**config.mk**
```make
export PLATFORM = sky130hd
export DESIGN_NAME = spi_reg_slave
export DESIGN_NICKNAME = d
export VERILOG_FILES = /design/src/rtl/spi_reg_pkg.sv /design/src/rtl/spi_sync.sv /design/src/rtl/spi_edge_det.sv /design/src/rtl/spi_tx_shift.sv /design/src/rtl/spi_reg_slave.sv
export SDC_FILE = /design/constraint.sdc
export NUM_CORES = 1
export LEC_CHECK = 0
export BUFFER_PORTS_ARGS = -buffer_cell sky130_fd_sc_hd__buf_2
export CELL_PAD_IN_SITES_DETAIL_PLACEMENT = 1
export CELL_PAD_IN_SITES_GLOBAL_PLACEMENT = 1
export CORE_ASPECT_RATIO = 1.25
export CORE_UTILIZATION = 46
export CTS_BUF_LIST = sky130_fd_sc_hd__clkbuf_8
export DETAILED_ROUTE_END_ITERATION = 10
export PLACE_DENSITY_LB_ADDON = 0.1
export RECOVER_POWER = 25
export SLEW_MARGIN = 40
export SYNTH_ARGS = -nofsm -noshare
export SYNTH_HDL_FRONTEND = slang
export SYNTH_SLANG_ARGS = --single-unit
```
**constraint.sdc**
```tcl
create_clock -name clk -period 2 [get_ports clk]
set_input_delay 0.5 -clock clk [delete_from_list [all_inputs] [get_ports clk]]
set_output_delay 0.5 -clock clk [all_outputs]
set_load 0.02 [all_outputs]
```
**src/rtl/spi_reg_pkg.sv**
```systemverilog
package spi_reg_pkg;
    typedef enum logic [1:0] {
        ST_IDLE,
        ST_CMD,
        ST_DATA,
        ST_DONE
    } frame_state_t;
endpackage

```
**src/rtl/spi_sync.sv**
```systemverilog
module spi_sync #(
    parameter int              WIDTH   = 1,
    parameter int              STAGES  = 2,
    parameter logic [WIDTH-1:0] RST_VAL = '0
) (
    input  logic             clk,
    input  logic             rst_n,
    input  logic [WIDTH-1:0] d,
    output logic [WIDTH-1:0] q
);
    logic [STAGES-1:0][WIDTH-1:0] chain;

    always_ff @(posedge clk or negedge rst_n) begin
        if (!rst_n) chain <= {STAGES{RST_VAL}};
        else        chain <= {chain[STAGES-2:0], d};
    end

    assign q = chain[STAGES-1];
endmodule

```
**src/rtl/spi_edge_det.sv**
```systemverilog
module spi_edge_det #(
    parameter int               WIDTH   = 1,
    parameter logic [WIDTH-1:0] RST_VAL = '0
) (
    input  logic             clk,
    input  logic             rst_n,
    input  logic [WIDTH-1:0] level,
    output logic [WIDTH-1:0] rise,
    output logic [WIDTH-1:0] fall
);
    logic [WIDTH-1:0] prev;

    always_ff @(posedge clk or negedge rst_n) begin
        if (!rst_n) prev <= RST_VAL;
        else        prev <= level;
    end

    genvar g;
    generate
        for (g = 0; g < WIDTH; g++) begin : g_edge
            assign rise[g] =  level[g] & ~prev[g];
            assign fall[g] = ~level[g] &  prev[g];
        end
    endgenerate
endmodule

```
**src/rtl/spi_tx_shift.sv**
```systemverilog
module spi_tx_shift #(
    parameter int WIDTH = 16
) (
    input  logic             clk,
    input  logic             rst_n,
    input  logic             clear,
    input  logic             load,
    input  logic             shift,
    input  logic [WIDTH-1:0] din,
    output logic             bit_out
);
    logic [WIDTH-1:0] word_q;

    always_ff @(posedge clk or negedge rst_n) begin
        if (!rst_n) begin
            word_q  <= '0;
            bit_out <= 1'b0;
        end else if (clear) begin
            word_q  <= '0;
            bit_out <= 1'b0;
        end else if (load) begin
            word_q  <= din;
        end else if (shift) begin
            bit_out <= word_q[WIDTH-1];
            word_q  <= {word_q[WIDTH-2:0], 1'b0};
        end
    end

    AST_LOAD_SHIFT_APART: assert property (@(posedge clk) disable iff (!rst_n)
        load |-> !shift) else $error("load and shift collided");
endmodule

```
**src/rtl/spi_reg_slave.sv**
```systemverilog
module spi_reg_slave
    import spi_reg_pkg::*;
#(
    parameter int ADDR_W      = 7,
    parameter int DATA_W      = 16,
    parameter int SYNC_STAGES = 2
) (
    input  logic              clk,
    input  logic              rst_n,
    input  logic              spi_cs_n,
    input  logic              spi_sck,
    input  logic              spi_mosi,
    output logic              spi_miso,
    output logic              spi_miso_oe,
    output logic [ADDR_W-1:0] reg_addr,
    output logic [DATA_W-1:0] reg_wdata,
    output logic              reg_we,
    output logic              reg_re,
    input  logic [DATA_W-1:0] reg_rdata
);
    localparam int CMD_W   = ADDR_W + 1;
    localparam int FRAME_W = CMD_W + DATA_W;
    localparam int CNT_W   = $clog2(FRAME_W + 1);
    localparam logic [CNT_W-1:0] CMD_LAST   = CNT_W'(CMD_W - 1);
    localparam logic [CNT_W-1:0] FRAME_LAST = CNT_W'(FRAME_W - 1);

    // synchronized pins: {cs_n, sck, mosi}
    logic [2:0] pins_s;
    logic [1:0] rise_v, fall_v;
    logic       cs_rise, cs_fall, sck_rise, sck_fall, mosi_s;

    spi_sync #(.WIDTH(3), .STAGES(SYNC_STAGES), .RST_VAL(3'b100)) u_sync (
        .clk(clk), .rst_n(rst_n),
        .d({spi_cs_n, spi_sck, spi_mosi}), .q(pins_s)
    );

    spi_edge_det #(.WIDTH(2), .RST_VAL(2'b10)) u_edges (
        .clk(clk), .rst_n(rst_n), .level(pins_s[2:1]),
        .rise(rise_v), .fall(fall_v)
    );

    assign cs_rise  = rise_v[1];
    assign cs_fall  = fall_v[1];
    assign sck_rise = rise_v[0];
    assign sck_fall = fall_v[0];
    assign mosi_s   = pins_s[0];

    frame_state_t      state, state_nxt;
    logic [CNT_W-1:0]  bitcnt;
    logic [DATA_W-1:0] rx_q;
    logic [ADDR_W-1:0] addr_q;
    logic              rd_q;
    logic [CMD_W-1:0]  cmd_nxt;
    logic              tx_bit;

    assign cmd_nxt = {rx_q[CMD_W-2:0], mosi_s};

    // next-state logic
    always_comb begin
        state_nxt = state;
        unique case (state)
            ST_IDLE: if (cs_fall) state_nxt = ST_CMD;
            ST_CMD: begin
                if (cs_rise)                                state_nxt = ST_IDLE;
                else if (sck_rise && bitcnt == CMD_LAST)    state_nxt = ST_DATA;
            end
            ST_DATA: begin
                if (cs_rise)                                state_nxt = ST_IDLE;
                else if (sck_rise && bitcnt == FRAME_LAST)  state_nxt = ST_DONE;
            end
            ST_DONE: if (cs_rise) state_nxt = ST_IDLE;
            default: state_nxt = ST_IDLE;
        endcase
    end

    // state register
    always_ff @(posedge clk or negedge rst_n) begin
        if (!rst_n) state <= ST_IDLE;
        else        state <= state_nxt;
    end

    // outputs and datapath
    always_ff @(posedge clk or negedge rst_n) begin
        if (!rst_n) begin
            bitcnt <= '0;
            rx_q   <= '0;
            addr_q <= '0;
            rd_q   <= 1'b0;
            reg_we <= 1'b0;
            reg_re <= 1'b0;
        end else begin
            reg_we <= 1'b0;
            reg_re <= 1'b0;
            unique case (state)
                ST_IDLE: begin
                    if (cs_fall) begin
                        bitcnt <= '0;
                        rd_q   <= 1'b0;
                    end
                end
                ST_CMD, ST_DATA: begin
                    if (sck_rise && !cs_rise) begin
                        rx_q   <= {rx_q[DATA_W-2:0], mosi_s};
                        bitcnt <= bitcnt + 1'b1;
                        if (state == ST_CMD && bitcnt == CMD_LAST) begin
                            rd_q   <= cmd_nxt[CMD_W-1];
                            addr_q <= cmd_nxt[ADDR_W-1:0];
                            reg_re <= cmd_nxt[CMD_W-1];
                        end
                    end
                end
                ST_DONE: begin
                    if (cs_rise && !rd_q) reg_we <= 1'b1;
                end
                default: ;
            endcase
        end
    end

    spi_tx_shift #(.WIDTH(DATA_W)) u_tx (
        .clk(clk), .rst_n(rst_n),
        .clear(state == ST_IDLE && cs_fall),
        .load(reg_re),
        .shift(sck_fall && state == ST_DATA && rd_q),
        .din(reg_rdata),
        .bit_out(tx_bit)
    );

    assign reg_addr    = addr_q;
    assign reg_wdata   = rx_q;
    assign spi_miso_oe = rd_q && (state == ST_DATA || state == ST_DONE);
    assign spi_miso    = spi_miso_oe ? tx_bit : 1'b0;

    AST_WE_AFTER_FULL: assert property (@(posedge clk) disable iff (!rst_n)
        reg_we |-> ($past(state) == ST_DONE && !$past(rd_q))) else $error("write without full frame");
    AST_WE_SINGLE: assert property (@(posedge clk) disable iff (!rst_n)
        reg_we |=> !reg_we) else $error("write strobe longer than one cycle");
    AST_RE_WE_EXCL: assert property (@(posedge clk) disable iff (!rst_n)
        reg_re |-> !reg_we) else $error("read and write strobes together");
    AST_RE_AT_DATA: assert property (@(posedge clk) disable iff (!rst_n)
        reg_re |-> (state == ST_DATA && $past(state) == ST_CMD)) else $error("read strobe outside command end");
    AST_CNT_BOUND: assert property (@(posedge clk) disable iff (!rst_n)
        bitcnt <= CNT_W'(FRAME_W)) else $error("bit counter ran past frame");
endmodule

```
# After elaboration in Yosys (flattened, before gate mapping)

Index checks and enable logic that the tools add are counted.

Bits in registers: 58
Bits of input ports: 21
Output and inout port bits: 27
Logic and storage cells: 82

Equality and inequality tests: 12
Bitwise operators: 8
Reductions and logical operators: 23
Muxes and demuxes: 26
Add/sub/neg operators: 1

Operators by type and width:

| cell                  | count |
|---|---|
| $mux W16              | 3 |
| $mux W1               | 12 |
| $mux W2               | 6 |
| $mux W5               | 2 |
| $pmux W5 S2           | 1 |
| $logic_and A1 B1 Y1   | 9 |
| $ne A2 B2 Y1 const B  | 4 |
| $pmux W2 S4           | 1 |
| $reduce_and A4 Y1     | 2 |
| $ne A3 B3 Y1 const B  | 2 |
| $reduce_and A3 Y1     | 2 |
| $add A5 B1 Y5 const B | 1 |
| $eq A5 B3 Y1 const B  | 1 |
| $eq A5 B5 Y1 const B  | 1 |
| $and A1 B1 Y1         | 4 |
| $eq A2 B2 Y1 const B  | 2 |
| $not A1 Y1            | 4 |
| $reduce_and A2 Y1     | 2 |
| $reduce_bool A2 Y1    | 2 |
| $reduce_bool A3 Y1    | 1 |
| $eq A2 B1 Y1 const B  | 1 |
| $logic_not A1 Y1      | 2 |
| $logic_not A2 Y1      | 1 |
| $ne A2 B1 Y1 const B  | 1 |
| other kinds (3)       | 3 |

# Longest topological paths before layout

Gate-level depths: netlist of the first run.

Depth in word-level cells: 7
Depth in mapped cells: 8
Depth with buffers taken out: 6

# By module

From an unflattened synthesis of the first run, not the netlist that was laid out.

Cell total of the unflattened synthesis: 242
Area, all modules: 2776.4 um2

Modules (own cells, without submodules):

| module        | sequential area each (um2) | instances | cells an instance | area an instance (um2) |
|---|---|---|---|---|
| spi_reg_slave | 825.8                      | 1         | 153               | 1591.5 |
| spi_tx_shift  | 425.4                      | 1         | 74                | 923.4 |
| spi_sync      | 152.6                      | 1         | 9                 | 175.2 |
| spi_edge_det  | 51.3                       | 1         | 6                 | 86.3 |

# Worst setup path before layout of the first run

Ideal clock, no wire load.

Path kind: flip-flop to output port
Start point: register state[0]
End point: output spi_miso
Cell stages (with the launch flop): 5
Buffers on the path: 0
Required time: 1500 ps
Slack: 286 ps
Arrival: 1214 ps
Cell sequence: dfrtp_1 -> inv_1 -> ha_1 -> o21a_1 -> and2_1

Cells in the longest elaborated chain, start to end: 4
Elaborated cells on any way between the ends: 5
Those cells by class: 2 x eq/ne; 1 x mux; 2 x reduce/logical

RTL lines:

| item                    | line                 | text |
|---|---|---|
| start, declared         | spi_reg_slave.sv:48  | `frame_state_t state, state_nxt;` |
| start signal, assigned  | spi_reg_slave.sv:79  | `else state <= state_nxt;` |
| $eq A2 B2 Y1            | spi_reg_slave.sv:131 | `assign spi_miso_oe = rd_q && (state == ST_DATA \|\| state == ST_DONE);` |
| $logic_or A1 B1 Y1 (*)  | spi_reg_slave.sv:131 |  |
| $logic_and A1 B1 Y1 (*) | spi_reg_slave.sv:131 |  |
| net spi_miso_oe         | spi_reg_slave.sv:14  | `output logic spi_miso_oe,` |
| $mux W1 (*)             | spi_reg_slave.sv:132 | `assign spi_miso = spi_miso_oe ? tx_bit : 1'b0;` |
| end, declared           | spi_reg_slave.sv:13  | `output logic spi_miso,` |

The timed path passes the listed nets; every way through them passes the cells marked *.

# Worst setup path in the final report of the first run

Start point: register state[1]
End point: output spi_miso

Cells in the longest elaborated chain, start to end: 4
Elaborated cells on any way between the ends: 5
Those cells by class: 2 x eq/ne; 1 x mux; 2 x reduce/logical

RTL lines:

| item                    | line |
|---|---|
| $eq A2 B2 Y1            | spi_reg_slave.sv:131 |
| $logic_or A1 B1 Y1 (*)  | spi_reg_slave.sv:131 |
| $logic_and A1 B1 Y1 (*) | spi_reg_slave.sv:131 |
| $mux W1 (*)             | spi_reg_slave.sv:132 |

Every way passes the cells marked *; elsewhere a longest branch is shown, timed or not.

==> impl_metrics.tcl, run 1 <==
set metrics [dict create \
    synth-async-reset-ratio_pct 100 \
    slowest_stage "dfrtp_2" \
    firstDrtPassIters 4 \
    tritoncts "done" \
    p_total_w 0.00357 \
    grt_overflow 0 \
    critPathMaxStageDelay_ns 0.45 \
    antenna_found_initial 0 \
    drc 0 \
    routed_wl_mm 5.71 \
    synth_seq_cells 58 \
    core_area_sq_um 5520 \
    min_path_type "in -> reg" \
    io_buffers 47 \
    final_cell_mix "dfrtp_1, buf_2, o21ai_0" \
    num_vias 1861 \
    antenna_cells 0 \
    crit_path_max_fanout 3 \
    yosysTopAreaCell "dfrtp_1" \
    antenna_left 0 \
    cts_hold_buffers 0 \
    outcome "complete, no violations" \
    fill_cells 571 \
    synth_ff_type "dfrtp_1" \
    start_kind "flop" \
    syn_avg_cell_area_sq_um 12.2 \
    cts-buffers-inserted 9 \
    ff2ff_setup_slack_ns 0.11 \
    synth_nets 246 \
    io_pins 48 \
    area_delta_synth_final_pct 23.8 \
    drv_slew 0 \
    finalHoldViolations 0 \
    finalSetupViolations 0 \
    end_kind "output port" \
    synth.distinct_cells 38 \
    die_w_um 70.3 \
    hold_start "spi_mosi" \
    holdWs_ns 0.262 \
    hold_path_end "u_sync.chain[0]" \
    fin_skew_ns 0.0121 \
    layout_commonest_cell "dfrtp_1" \
    reg2reg_to "reg_wdata[7]" \
    place_congestion 0.772 \
    reg2reg_depth 6 \
    cap_violations 0 \
    worstReg2RegStart "state[1]" \
    ys_seq_area_share_pct 54.2 \
    synth_top_area_share_pct 51.3 \
    cp_cell_sequence "ha_4 > o21a_1 > and2_1 > buf_4" \
    p_leak_nw 1.79 \
    netlist_area_sq_um 2680 \
    cts_buffer_depth 2 \
    pwr_density_cell_nw_per_um2 1070 \
    grt_pass1_vias 1910 \
    drt_iter0_drc 87 \
    worstPathArrival_ns 1.48 \
    grt_util_all_layers_pct 20.7 \
    vdd_drop_max_mv 0.656 \
    cts.reportedPaths.clkPinSlew_ns 0.07 \
    ys_top_cells_by_area "dfrtp_1, mux2_2, mux2i_1" \
    row_count 30 \
    clkSinkCount 58 \
    htreeDepth 3 \
    avgRoutedWirePerCell_um 16.2 \
    required_ns 1.50 \
    startpoint "state[1]" \
    hold_depth 1 \
    ys_warn_count 0 \
    finalCritPeriodShare_pct 99.0 \
    crit_family "flip-flops" \
    viasPerCell 5.27 \
    die_area_sq_um 6150 \
    drive_gt1_share_pct 40.5 \
    grt_max_degree 43 \
    die_h_um 87.4 \
    dp_hpwl_mm 3.69 \
    fin_nets 310 \
    path_buf_inv 1 \
    period_needed_ns 1.98 \
    grt_pass1_wl_mm 9.49 \
    max_freq_mhz 505 \
    clk_latency_ns 0.34 \
    root_buffer "clkbuf_8" \
    initial_core_util_pct 48.6 \
    synth_edf_count 0 \
    relSlewSlack_pct 38.1 \
    tightest_slew_ns 0.929 \
    synth_cells 220 \
    path_class "reg -> out" \
]
==> flip-flops by register name (all words and copies together), names as in the netlist <==
| signal | count |
|---|---|
| rd_q | 1 |
| u_edges.prev | 2 |
| u_tx.bit_out | 1 |
| u_sync.q | 3 |
| reg_addr | 7 |
| state | 2 |
| u_tx.word_q | 16 |
| reg_re | 1 |
| u_sync.chain | 3 |
| reg_wdata | 16 |
| reg_we | 1 |
| bitcnt | 5 |
==> layer usage <==
layer  GRT usage, %  wire [um]  up-vias
met2           32.9       2930       39
met4           10.9        107        0
li1               -          -      892
met5              0          0        -
met3           5.56        195        8
met1           25.9       2470      922
==> kinds of logic (layout without fill, tap and decap cells) <==
logic type / count (synthesis) / after routing / share of synthesized area [%]
multiplexers: 41 / 41 / 17.5
adder cells (fa/ha/maj): 5 / 5 / 2.33
AND/OR/NAND/NOR: 65 / 65 / 14.2
flip-flops: 58 / 58 / 54.2
AO/OA/AOI/OAI: 37 / 37 / 9.14
buffers and inverters: 14 / 83 / 2.61
==> cell usage after synthesis, drive strengths merged, types with 2 or more instances <==
cell type   n
o311ai      4
nor2b       3
dfrtp      55
clkbuf      4
buf         5
nand2      24
ha          5
inv         5
nand3       5
mux2       24
mux2i      17
and2       18
nor3b       2
o21ai      25
dfstp       3
a21oi       3
nor2        4
nand2b      4
==> report_power, final <==
part	leakage, nW	switching (W)	internal [W]
sequential	0.773	0.000137	0.00130
clock	0.116	0.000463	0.000690
combinational	0.905	0.000548	0.000427
==> stage by stage <==
stage               worst slack [ns]  utilization, %  TNS (ns)  cells  cell area, sq um
floorplan                      0.286               -         0    220              2680
global placement               0.252            54.7         0    328              3020
detailed placement             0.183            54.7         0    328              3020
CTS                          0.00228            59.4         0    348              3280
global route                 -0.0218            60.2   -0.0218    353              3320
finish                        0.0195            60.2         0    353              3320
==> worst max-delay path by stage <==
stage,to,slack [ns],cells past startpoint
2_1_floorplan,spi_miso,0.29,4
4_1_cts,spi_miso,0.002,5
3_3_place_gp,reg_wdata[14],0.25,5
6_report,spi_miso,0.02,4
5_1_grt,spi_miso,-0.02,4
3_5_place_dp,bitcnt[3],0.18,5
==> what timing repair did <==
action,4_1_cts,5_1_grt
gates resized for setup,5,7
setup endpoints to repair,2,14
setup buffers,4,5
pin swaps,2,2
==> layout make-up <==
cell class | count | area, sq um | share of cell area (%)
Sequential cell | 58 | 1460 | 43.9
Multi-Input combinational cell | 148 | 1190 | 35.9
Timing Repair Buffer | 62 | 362 | 10.9
Clock buffer | 9 | 124 | 3.73
Clock inverter | 7 | 86.3 | 2.60
Tap cell | 64 | 80.1 | 2.41
Inverter | 5 | 18.8 | 0.565
No activity file was read; power rests on OpenSTA's default activity.
==> run 2, diff against run 1 <==
--- a/config.mk
+++ b/config.mk
@@ -15,5 +15,4 @@
 export PLACE_DENSITY_LB_ADDON = 0.1
 export RECOVER_POWER = 25
-export SLEW_MARGIN = 40
 export SYNTH_ARGS = -nofsm -noshare
 export SYNTH_HDL_FRONTEND = slang
==> constraint.sdc (replaced) <==
create_clock -name clk -period 2 [get_ports clk]
set_input_delay 0.4 -clock clk [delete_from_list [all_inputs] [get_ports clk]]
set_output_delay 0.4 -clock clk [all_outputs]
set_load 0.02 [all_outputs]
==> run 2 against run 1 <==
Clock power decreased by 6%; non-clock buffer count decreased by 9; final area decreased by 2.4%; routed wire length decreased by 4.4%; highest routed layer unchanged; maximum frequency increased by 2.5%; power decreased by 3.6%; count of clock-buffer cells in the layout increased by 2; setup slack improved by 0.049 ns; clock skew decreased by 0.0059 ns; global-route usage decreased by 0.84 points; register-to-register slack improved by 0.03 ns; sequential share of layout area increased by 1.1 points.
==> impl_metrics.tcl, run 2 (synthesis results as in run 1) <==
set metrics [dict create \
    io_buffers 47 \
    htreeDepth 3 \
    rsz0062_at_grt "false" \
    tritoncts "done" \
    grt_pass1_vias 1871 \
    path_buf_inv 1 \
    io_pins 48 \
    finalHoldViolations 0 \
    grt_util_all_layers_pct 19.9 \
    critPathMaxStageDelay_ns 0.44 \
    clk_latency_ns 0.33 \
    path_class "reg -> out" \
    slowest_stage "dfrtp_2" \
    final_cell_mix "dfrtp_1, buf_2, o21ai_0" \
    antenna_cells 0 \
    root_buffer "clkbuf_8" \
    grt_overflow 0 \
    num_vias 1817 \
    drv_slew 0 \
    cp_cell_sequence "ha_1 > o21a_1 > and2_1 > buf_2" \
    antenna_found_initial 0 \
    avgRoutedWirePerCell_um 15.9 \
    tns_ns 0 \
    p_leak_nw 1.73 \
    firstDrtPassIters 4 \
    cap_violations 0 \
    crit_family "flip-flops" \
    core_area_sq_um 5520 \
    viasPerCell 5.28 \
    layout_commonest_cell "dfrtp_1" \
    cp_num_cells 4 \
    drc 0 \
    cts_hold_buffers 0 \
    routed_wl_mm 5.46 \
    startpoint "state[1]" \
    initial_core_util_pct 48.6 \
    required_ns 1.60 \
    place_congestion 0.778 \
    cts-buffers-inserted 9 \
    die_h_um 87.4 \
    finalCritPeriodShare_pct 96.6 \
    reg2reg_to "reg_wdata[10]" \
    drive_gt1_share_pct 38.6 \
    area_delta_synth_final_pct 20.7 \
    dp_hpwl_mm 3.77 \
    dpl_cell_area_sq_um 3000 \
    reg2reg_depth 5 \
    ff2ff_setup_slack_ns 0.14 \
    fin_skew_ns 0.00620 \
    end_kind "output port" \
    fin_area_sq_um 3240 \
    relSlewSlack_pct 23.7 \
    period_needed_ns 1.93 \
    worstReg2RegStart "state[0]" \
    drt_iter0_drc 121 \
    fin_nets 301 \
    outcome "complete, no violations" \
    vdd_drop_max_mv 0.870 \
    tightest_slew_ns 1.14 \
    start_kind "flop" \
    crit_path_max_fanout 4 \
    cts.reportedPaths.clkPinSlew_ns 0.06 \
    antenna_left 0 \
    grt_pass1_wl_mm 9.26 \
    cts_buffer_depth 2 \
    die_w_um 70.3 \
    worstPathArrival_ns 1.53 \
    clkSinkCount 58 \
    pwr_density_cell_nw_per_um2 1060 \
    grt_max_degree 41 \
    die_area_sq_um 6150 \
    min_path_type "in -> reg" \
    crit_end "spi_miso" \
    finalSetupViolations 0 \
    max_freq_mhz 518 \
    row_count 30 \
]
==> run 2: layout make-up <==
class | count | area (sq um)
Fill cell | 596 | 2280
Inverter | 5 | 18.8
Tap cell | 64 | 80.1
Sequential cell | 58 | 1460
Timing Repair Buffer | 53 | 295
Clock buffer | 11 | 151
Multi-Input combinational cell | 148 | 1180
Clock inverter | 5 | 53.8
==> run 2: report_power, final <==
part	total [W]	switching (W)	internal, W
Clock	0.00108	0.000442	0.000636
Combinational	0.000931	0.000531	0.000400
Sequential	0.00143	0.000129	0.00130
==> run 2: worst min-delay path by stage <==
stage / from / end / slack (ns) / cells past startpoint
global placement: u_sync.chain[1] / u_sync.q[1] / 0.33 / 0
floorplan: rst_n / bitcnt[0] / 0.10 / 0
finish: spi_cs_n / u_sync.chain[2] / 0.17 / 1
global route: spi_cs_n / u_sync.chain[2] / 0.15 / 1
detailed placement: u_sync.chain[1] / u_sync.q[1] / 0.34 / 0
CTS: rst_n / state[0] / 0.03 / 1
==> run 2: worst reg2reg max path, delay by kind of cell, from the launching register on <==
kind,cells,cell delay [ns]
fa+ha+maj,1,0.39
flops,1,0.40
buf+inv,2,0.28
mux,1,0.36
simple gates,1,0.30
==> run 2: layer usage <==
metal  global-route usage, %  wire length [um]
met1                    25.0              2420
met5                       0                 0
met2                    32.2              2760
met3                    5.56               192
met4                    8.36                80
==> run 2: through the flow <==
| stage | utilization, % | hold slack, ns | power, W | instances | worst slack [ns] |
|---|---|---|---|---|---|
| 2_1_floorplan | - | 0.104 | 0.00202 | 220 | 0.374 |
| 3_3_place_gp | 54.3 | 0.333 | 0.00229 | 327 | 0.175 |
| 3_5_place_dp | 54.3 | 0.336 | 0.00232 | 327 | 0.0942 |
| 4_1_cts | 58.1 | 0.0299 | 0.00342 | 343 | 0.00515 |
| 5_1_grt | 58.7 | 0.146 | 0.00364 | 344 | 0.0151 |
| 6_report | 58.7 | 0.167 | 0.00344 | 344 | 0.0686 |
==> run 2: timing repair <==
action	4_1_cts	5_1_grt
endpoints found under the setup margin	1	22
gates resized for setup	1	8
buffers inserted	0	1
